**config.mk**
```make
export PLATFORM = sky130hd
export DESIGN_NAME = dual_reload_timer
export DESIGN_NICKNAME = d
export VERILOG_FILES = /design/src/rtl/drt_pkg.sv /design/src/rtl/drt_addr_dec.sv /design/src/rtl/drt_ctrl_reg.sv /design/src/rtl/drt_channel.sv /design/src/rtl/drt_rd_mux.sv /design/src/rtl/dual_reload_timer.sv
export SDC_FILE = /design/constraint.sdc
export NUM_CORES = 1
export LEC_CHECK = 0
export BUFFER_PORTS_ARGS = -buffer_cell sky130_fd_sc_hd__buf_2
export CORE_ASPECT_RATIO = 1.2
export CORE_UTILIZATION = 31
export CTS_CLUSTER_SIZE = 20
export DETAILED_ROUTE_END_ITERATION = 8
export SLEW_MARGIN = 20
export SYNTH_ARGS = -nofsm -noshare
export SYNTH_HDL_FRONTEND = slang
export SYNTH_HIERARCHICAL = 1
export SYNTH_SLANG_ARGS = --single-unit
```
**constraint.sdc**
```tcl
create_clock -name clk -period 3.5 [get_ports clk]
set_input_delay 0.35 -clock clk [delete_from_list [all_inputs] [get_ports clk]]
set_output_delay 0.35 -clock clk [all_outputs]
set_load 0.05 [all_outputs]
```
**src/rtl/drt_pkg.sv**
```systemverilog
package drt_pkg;
   timeunit 1ns; timeprecision 100ps;

   // word index (byte offset / 4) of the shared control word
   localparam int unsigned CTRL_WORD    = 0;
   // first channel register word; channels occupy two words each
   localparam int unsigned CH_BASE_WORD = 4;

   function automatic int unsigned reload_word(input int unsigned ch);
      return CH_BASE_WORD + 2 * ch;
   endfunction

   function automatic int unsigned value_word(input int unsigned ch);
      return CH_BASE_WORD + 2 * ch + 1;
   endfunction

   typedef enum logic [1:0] {
      SEL_NONE   = 2'd0,
      SEL_CTRL   = 2'd1,
      SEL_RELOAD = 2'd2,
      SEL_VALUE  = 2'd3
   } sel_kind_e;
endpackage

```
**src/rtl/drt_addr_dec.sv**
```systemverilog
module drt_addr_dec #(
   parameter int unsigned ADDR_W   = 6,
   parameter int unsigned NUM_CH   = 3,
   parameter int unsigned CH_IDX_W = 2
) (
   input  logic                  bus_en,
   input  logic                  bus_wr,
   input  logic [ADDR_W-1:0]     bus_addr,
   output logic                  ctrl_we,
   output logic [NUM_CH-1:0]     reload_we,
   output logic [NUM_CH-1:0]     value_we,
   output logic                  rd_req,
   output drt_pkg::sel_kind_e    rd_kind,
   output logic [CH_IDX_W-1:0]   rd_ch
);
   timeunit 1ns; timeprecision 100ps;

   localparam int unsigned WA_W = ADDR_W - 2;

   logic              aligned;
   logic [WA_W-1:0]   word;
   logic              is_ctrl;
   logic [NUM_CH-1:0] hit_rel;
   logic [NUM_CH-1:0] hit_val;

   assign aligned = (bus_addr[1:0] == 2'b00);
   assign word    = bus_addr[ADDR_W-1:2];
   assign is_ctrl = aligned && (word == WA_W'(drt_pkg::CTRL_WORD));

   for (genvar c = 0; c < NUM_CH; c++) begin : g_hit
      assign hit_rel[c]   = aligned && (word == WA_W'(drt_pkg::reload_word(c)));
      assign hit_val[c]   = aligned && (word == WA_W'(drt_pkg::value_word(c)));
      assign reload_we[c] = bus_en & bus_wr & hit_rel[c];
      assign value_we[c]  = bus_en & bus_wr & hit_val[c];
   end

   assign ctrl_we = bus_en & bus_wr & is_ctrl;
   assign rd_req  = bus_en & ~bus_wr;

   always_comb begin
      rd_kind = drt_pkg::SEL_NONE;
      rd_ch   = '0;
      if (is_ctrl) rd_kind = drt_pkg::SEL_CTRL;
      for (int c = 0; c < NUM_CH; c++) begin
         if (hit_rel[c]) begin
            rd_kind = drt_pkg::SEL_RELOAD;
            rd_ch   = CH_IDX_W'(c);
         end
         if (hit_val[c]) begin
            rd_kind = drt_pkg::SEL_VALUE;
            rd_ch   = CH_IDX_W'(c);
         end
      end
   end
endmodule

```
**src/rtl/drt_ctrl_reg.sv**
```systemverilog
module drt_ctrl_reg #(
   parameter int unsigned NUM_CH = 3,
   localparam int unsigned CTRL_W = 2 * NUM_CH
) (
   input  logic              clk,
   input  logic              rst_n,
   input  logic              we,
   input  logic [CTRL_W-1:0] wdata,
   input  logic [NUM_CH-1:0] stop,
   output logic [NUM_CH-1:0] en_q,
   output logic [NUM_CH-1:0] auto_q,
   output logic [CTRL_W-1:0] ctrl_q
);
   timeunit 1ns; timeprecision 100ps;

   for (genvar c = 0; c < NUM_CH; c++) begin : g_bit
      always_ff @(posedge clk) begin
         if (!rst_n)       en_q[c] <= 1'b0;
         else if (we)      en_q[c] <= wdata[2*c];
         else if (stop[c]) en_q[c] <= 1'b0;
      end

      always_ff @(posedge clk) begin
         if (!rst_n)  auto_q[c] <= 1'b0;
         else if (we) auto_q[c] <= wdata[2*c+1];
      end

      assign ctrl_q[2*c]   = en_q[c];
      assign ctrl_q[2*c+1] = auto_q[c];

      // a one-shot stop clears the enable unless software rewrites it
      p_stop_clears_r6: assert property (@(posedge clk) disable iff (!rst_n)
         (stop[c] && !we) |=> !en_q[c]);
   end
endmodule

```
**src/rtl/drt_channel.sv**
```systemverilog
module drt_channel #(
   parameter int unsigned DATA_W  = 32,
   parameter bit          IS_WDOG = 1'b0
) (
   input  logic              clk,
   input  logic              rst_n,
   input  logic              tick,
   input  logic              en,
   input  logic              auto_rl,
   input  logic              reload_we,
   input  logic              value_we,
   input  logic [DATA_W-1:0] wdata,
   output logic [DATA_W-1:0] reload_q,
   output logic [DATA_W-1:0] count_q,
   output logic              stop_req,
   output logic              flag_q
);
   timeunit 1ns; timeprecision 100ps;

   logic at_zero;
   logic expire_evt;

   assign at_zero    = (count_q == '0);
   assign expire_evt = en & tick & ~value_we & at_zero;
   assign stop_req   = expire_evt & ~auto_rl;

   always_ff @(posedge clk) begin
      if (!rst_n)         reload_q <= '0;
      else if (reload_we) reload_q <= wdata;
   end

   always_ff @(posedge clk) begin
      if (!rst_n)          count_q <= '0;
      else if (value_we)   count_q <= wdata;
      else if (en && tick) begin
         if (!at_zero)     count_q <= count_q - DATA_W'(1);
         else if (auto_rl) count_q <= reload_q;
      end
   end

   if (IS_WDOG) begin : g_sticky
      always_ff @(posedge clk) begin
         if (!rst_n)          flag_q <= 1'b0;
         else if (value_we)   flag_q <= 1'b0;
         else if (expire_evt) flag_q <= 1'b1;
      end

      // the reset request is held until the count register is written
      p_wdog_hold_r8: assert property (@(posedge clk) disable iff (!rst_n)
         (flag_q && !value_we) |=> flag_q);
   end else begin : g_pulse
      always_ff @(posedge clk) begin
         if (!rst_n) flag_q <= 1'b0;
         else        flag_q <= expire_evt;
      end

      // each expiry pulse follows an enabled tick at zero
      p_pulse_cause_r7: assert property (@(posedge clk) disable iff (!rst_n)
         (en && tick && at_zero && !value_we) |=> flag_q);
   end

   // one step down per enabled tick
   p_dec_one_r3: assert property (@(posedge clk) disable iff (!rst_n)
      (en && tick && !value_we && !at_zero) |=> (count_q == $past(count_q) - DATA_W'(1)));

   // a count write wins over counting
   p_wr_prio_r4: assert property (@(posedge clk) disable iff (!rst_n)
      value_we |=> (count_q == $past(wdata)));

   // auto-reload restarts from the reload register
   p_reload_r5: assert property (@(posedge clk) disable iff (!rst_n)
      (en && tick && auto_rl && at_zero && !value_we) |=> (count_q == $past(reload_q)));

   // no tick, no write, no change
   p_idle_r3: assert property (@(posedge clk) disable iff (!rst_n)
      (!tick && !value_we) |=> $stable(count_q));
endmodule

```
**src/rtl/drt_rd_mux.sv**
```systemverilog
module drt_rd_mux #(
   parameter int unsigned DATA_W   = 32,
   parameter int unsigned NUM_CH   = 3,
   parameter int unsigned CH_IDX_W = 2,
   localparam int unsigned CTRL_W  = 2 * NUM_CH
) (
   input  logic                           clk,
   input  logic                           rst_n,
   input  logic                           rd_req,
   input  drt_pkg::sel_kind_e             rd_kind,
   input  logic [CH_IDX_W-1:0]            rd_ch,
   input  logic [CTRL_W-1:0]              ctrl_q,
   input  logic [NUM_CH-1:0][DATA_W-1:0]  reload_arr,
   input  logic [NUM_CH-1:0][DATA_W-1:0]  count_arr,
   output logic [DATA_W-1:0]              rdata
);
   timeunit 1ns; timeprecision 100ps;

   logic [DATA_W-1:0] rd_val;

   always_comb begin
      unique case (rd_kind)
         drt_pkg::SEL_CTRL:   rd_val = DATA_W'(ctrl_q);
         drt_pkg::SEL_RELOAD: rd_val = reload_arr[rd_ch];
         drt_pkg::SEL_VALUE:  rd_val = count_arr[rd_ch];
         default:             rd_val = '0;
      endcase
   end

   always_ff @(posedge clk) begin
      if (!rst_n)      rdata <= '0;
      else if (rd_req) rdata <= rd_val;
   end

   // unmapped reads return zero
   p_unmapped_zero_r9: assert property (@(posedge clk) disable iff (!rst_n)
      (rd_req && rd_kind == drt_pkg::SEL_NONE) |=> (rdata == '0));

   // read data holds between reads
   p_rd_hold_r11: assert property (@(posedge clk) disable iff (!rst_n)
      !rd_req |=> $stable(rdata));
endmodule

```
**src/rtl/dual_reload_timer.sv**
```systemverilog
module dual_reload_timer #(
   parameter int unsigned DATA_W  = 32,
   parameter int unsigned ADDR_W  = 6,
   parameter int unsigned NUM_TMR = 2
) (
   input  logic               clk,
   input  logic               rst_n,
   input  logic               cnt_tick,
   input  logic               bus_en,
   input  logic               bus_wr,
   input  logic [ADDR_W-1:0]  bus_addr,
   input  logic [DATA_W-1:0]  bus_wdata,
   output logic [DATA_W-1:0]  bus_rdata,
   output logic [NUM_TMR-1:0] tmr_expire,
   output logic               wdog_rst_req
);
   timeunit 1ns; timeprecision 100ps;

   localparam int unsigned NUM_CH   = NUM_TMR + 1;
   localparam int unsigned CTRL_W   = 2 * NUM_CH;
   localparam int unsigned CH_IDX_W = (NUM_CH > 1) ? $clog2(NUM_CH) : 1;
   localparam int unsigned TOP_WORD = drt_pkg::value_word(NUM_CH - 1);

   initial begin : g_param_chk
      assert (NUM_TMR >= 1) else $error("NUM_TMR must be at least 1");
      assert (CTRL_W <= DATA_W) else $error("control bits exceed DATA_W");
      assert (ADDR_W >= 3) else $error("ADDR_W too small");
      assert (TOP_WORD < (1 << (ADDR_W - 2))) else $error("map exceeds ADDR_W");
   end

   logic                          ctrl_we;
   logic [NUM_CH-1:0]             reload_we;
   logic [NUM_CH-1:0]             value_we;
   logic                          rd_req;
   drt_pkg::sel_kind_e            rd_kind;
   logic [CH_IDX_W-1:0]           rd_ch;
   logic [NUM_CH-1:0]             en_q;
   logic [NUM_CH-1:0]             auto_q;
   logic [CTRL_W-1:0]             ctrl_q;
   logic [NUM_CH-1:0]             stop_req;
   logic [NUM_CH-1:0]             flag_q;
   logic [NUM_CH-1:0][DATA_W-1:0] reload_arr;
   logic [NUM_CH-1:0][DATA_W-1:0] count_arr;

   drt_addr_dec #(.ADDR_W(ADDR_W), .NUM_CH(NUM_CH), .CH_IDX_W(CH_IDX_W)) u_dec (
      .bus_en    (bus_en),
      .bus_wr    (bus_wr),
      .bus_addr  (bus_addr),
      .ctrl_we   (ctrl_we),
      .reload_we (reload_we),
      .value_we  (value_we),
      .rd_req    (rd_req),
      .rd_kind   (rd_kind),
      .rd_ch     (rd_ch)
   );

   drt_ctrl_reg #(.NUM_CH(NUM_CH)) u_ctrl (
      .clk    (clk),
      .rst_n  (rst_n),
      .we     (ctrl_we),
      .wdata  (bus_wdata[CTRL_W-1:0]),
      .stop   (stop_req),
      .en_q   (en_q),
      .auto_q (auto_q),
      .ctrl_q (ctrl_q)
   );

   for (genvar c = 0; c < NUM_CH; c++) begin : g_ch
      drt_channel #(.DATA_W(DATA_W), .IS_WDOG(c == NUM_TMR)) u_ch (
         .clk       (clk),
         .rst_n     (rst_n),
         .tick      (cnt_tick),
         .en        (en_q[c]),
         .auto_rl   (auto_q[c]),
         .reload_we (reload_we[c]),
         .value_we  (value_we[c]),
         .wdata     (bus_wdata),
         .reload_q  (reload_arr[c]),
         .count_q   (count_arr[c]),
         .stop_req  (stop_req[c]),
         .flag_q    (flag_q[c])
      );
   end

   drt_rd_mux #(.DATA_W(DATA_W), .NUM_CH(NUM_CH), .CH_IDX_W(CH_IDX_W)) u_rd (
      .clk        (clk),
      .rst_n      (rst_n),
      .rd_req     (rd_req),
      .rd_kind    (rd_kind),
      .rd_ch      (rd_ch),
      .ctrl_q     (ctrl_q),
      .reload_arr (reload_arr),
      .count_arr  (count_arr),
      .rdata      (bus_rdata)
   );

   assign tmr_expire   = flag_q[NUM_TMR-1:0];
   assign wdog_rst_req = flag_q[NUM_TMR];

   // outputs are quiet in the cycle after reset
   p_reset_quiet_r1: assert property (@(posedge clk)
      !rst_n |=> (tmr_expire == '0 && !wdog_rst_req && bus_rdata == '0));
endmodule

```
==> results.md <==
- Multi-input gate area: around 8800 um2
- VDD IR max: roughly 0.32 mV
- WL/cell: 22.8 um
- CTS tree: yes
- Routed via count: around 14,000
- FF-to-FF setup slack: roughly 510 ps
- Clk Latency, worst-skew pair: 560 ps
- Post-synthesis register bit count: 233
- DRT Pass-1 Iters: 8
- DR iter-0 viols: 1,382
- RD Place Congestion: 0.963
- Net Switching: 1.41 mW
- Minimum clock period: 2990 ps
- Post-CTS sizing: 0
- Antenna violations before repair: 0
- # hold bufs at CTS: 0
- Synth Area per Inst: 8.41 um2
- CTS Sinks: around 230
- Final Hold Viols: 0
- CP max stage cell: or4_1
- Layout cell share with drive strength beyond 1: 15.2%
- Max Clock Freq: about 0.33 GHz
- DRC: 0
- WP buf/inv: 1
- Internal power: 4.51 mW
- Core Region: 45,000 um2
- Number of fill cells: 4,583
- Avg Vias per Cell: slightly below 6
- CP delay by family, top: simple AND/OR/NAND/NOR gates
- RSZ-0062 raised after global routing: false
- WHS: 173 ps
- Setup TNS: 0 ps
- Post-DP HPWL: 38,600 um
- Number of flops mapped to enable cells by yosys: 0
- Post-Syn Instances: 1,685
- Width of the die: a little under 200 um
- Post-layout util: 36.1%
- DP Worst Slack: between 400 and 500 ps
- Worst Path Required: a little under 4000 ps
- I/O pin total: slightly below 80
- Worst Reg-to-Reg Cells: 7
- Status: complete, no violations
- Relative slew slack: 30.6%
- Crit. path cell count: 7
- Critical path endpoint category: flop
- Clock network fraction of design power: 50.1%
- Period utilisation layout: 85.4%
- Yosys warning count: 6
- DIE HEIGHT: 236 um
- P&R area growth vs syn: 14.4%
- Worst setup SP type: flop
- Clk slew on worst S/H paths: ~60 ps
- Cell-by-cell trace of the critical path: or4_1 > or3_4 > or3_1 > buf_4 > and3_1 > a221oi_1 > o31ai_1
- CP max FO: 29
- Buffers on Ports: 77
- H-tree depth: 1
- Final net count: 1,780
- Actual slew at the worst max-slew pin: 1030 ps
- Root buffer cell: clkbuf_16
- Fin Clk Skew: 15.1 ps
- # setup viols final: 0
- Largest net degree at the start of global routing: 59
- Ys async rst share: 0%
- Sw frac: 23.9%
- Hold depth: 3
- Max-slew violations: 0
- Inserted Clock Buffers: 26
- Vias in the first global route: approximately 13,000
- Hold WC Path Type: in -> reg
- Most used DFF post-synth: dfxtp_1
- Die area: ~47,000 um2
- Row cnt: 85
- Combinational power share: 5.1%
- Syn_nets: about 1,700
- Post-CTS setup buffer count: 0
- Critical path class: reg -> reg
- Seq/Total Area, Yosys: 32.9%
- Cell Area, Synth: 14,200 um2
- Worst setup margin: slightly above 500 ps
- Max Root-Sink Buffers: 3
- Lkg Pwr: 5.81 nW
- Register area: 4660 um2
- Maxcap violations: 0
- Antenna diodes: 0
- Global-route wire length before repair: 81,200 um
- Grt ovf: 0
- Gr usage total: ~22%
- Pwr dens: 365 nW/um2
- Unique cell type count in the Yosys netlist: 88
- Antenna viol nets, final: 0
- Critical Path AT: 3420 ps
- Initial Util: 31.5%
- Sequential share of power: 44.8%
- Slowest cell delay on critical path: 690 ps
- Drt total wl: 53,600 um
==> layer usage <==
layer,share of wire [%],vias to the layer above,global-route usage [%]
met5,0,-,0
met4,4.5,0,10.5
met3,6.0,134,2.22
met2,48,584,37.4
met1,42,6717,28.7
li1,-,6423,-
==> placed cells by master, fill, tap and decap left out, drive strengths merged, types with 7 or more instances in the layout <==
| cell type | count |
|---|---|
| a211o | 8 |
| a211oi | 11 |
| a21oi | 131 |
| a221o | 16 |
| a221oi | 8 |
| a31oi | 18 |
| and2 | 14 |
| buf | 152 |
| clkbuf | 36 |
| clkinv | 7 |
| dfxtp | 233 |
| inv | 30 |
| mux2i | 194 |
| nand2 | 116 |
| nand2b | 7 |
| nand3 | 43 |
| nand4 | 20 |
| nor2 | 112 |
| nor2b | 79 |
| nor3 | 72 |
| nor4 | 28 |
| o211ai | 33 |
| o21ai | 91 |
| o221a | 8 |
| o221ai | 28 |
| o22a | 18 |
| o22ai | 29 |
| o31ai | 19 |
| or3 | 22 |
| or4 | 19 |
| xnor2 | 18 |
| xor2 | 10 |
==> cell type report <==
type	instances	share of cell area, %
Clock buffer	36	4.80
Clock inverter	9	0.856
Inverter	31	0.717
Multi-Input combinational cell	1287	54.2
Sequential cell	233	28.8
Tap cell	609	4.70
Timing Repair Buffer	152	5.94
==> cells in the mapped netlist (19+ instances only) <==
library cell / instances / area, um2
nor3_1: 71 / 355
o22ai_1: 29 / 181
o31ai_1: 19 / 143
or3_1: 19 / 119
dfxtp_1: 233 / 4660
nor2b_1: 79 / 494
buf_2: 24 / 120
nand4_1: 19 / 119
o21ai_0: 87 / 435
nand3_1: 43 / 215
nand2_1: 116 / 435
nor4_1: 24 / 150
o211ai_1: 33 / 248
a21oi_1: 131 / 656
inv_1: 29 / 109
nor2_1: 112 / 420
mux2i_1: 194 / 1940
clkbuf_1: 72 / 270
==> cells by family (layout without fill, tap and decap cells) <==
kind of cell	count (synthesis)	in the layout	synth area share, %
compound gates	480	480	23.5
flops	233	233	32.9
fa+ha+maj	6	6	0.530
xor+xnor	28	28	1.73
buf+inv	165	228	5.69
mux	200	200	14.2
simple gates	573	573	21.5
==> sequential cells by signal, summed over array words and instances, names as in the netlist <==
name / flops
g_ch.u_ch/flag_q: 3
g_ch.u_ch/count_q: 96
u_ctrl/ctrl_q: 3
g_ch.u_ch/reload_q: 96
u_rd/rdata: 32
u_ctrl/auto_q: 3
==> through the flow <==
step | area [um2] | instances | total power, mW
after CTS | 16200 | 2357 | 5.97
final | 16200 | 2357 | 5.93
after global routing | 16200 | 2357 | 6.10
after global placement | 15300 | 2312 | 3.01
after floorplan | 14200 | 1685 | 2.86
after detailed placement | 15300 | 2312 | 3.01
==> power groups by stage <==
| stage | clock [mW] | combinational [mW] | sequential [mW] |
|---|---|---|---|
| floorplan | 0 | 0.148 | 2.72 |
| global placement | 0 | 0.291 | 2.72 |
| detailed placement | 0 | 0.293 | 2.72 |
| CTS | 3.02 | 0.294 | 2.66 |
| global route | 3.13 | 0.313 | 2.66 |
| finish | 2.97 | 0.300 | 2.66 |
==> worst paths after layout <==
path                                                           start                                     to
worst max register to register  g_ch[1].u_ch/count_q[5]$_SDFFE_PN0P_  g_ch[1].u_ch/count_q[31]$_SDFFE_PN0P_
worst max-delay path            g_ch[1].u_ch/count_q[5]$_SDFFE_PN0P_  g_ch[1].u_ch/count_q[31]$_SDFFE_PN0P_
worst min-delay path                                   bus_wdata[22]  g_ch[2].u_ch/count_q[22]$_SDFFE_PN0P_
worst min register to register           u_rd/rdata[10]$_SDFFE_PN0P_            u_rd/rdata[10]$_SDFFE_PN0P_
==> tightest hold or removal path: cells and delay by family <==
| family | cells | cell delay (ps) |
|---|---|---|
| and+or+nand+nor | 1 | 90 |
| AOI/OAI and AO/OA | 1 | 60 |
| buffers and inverters | 1 | 180 |
Power figures use the tool's default switching activity.
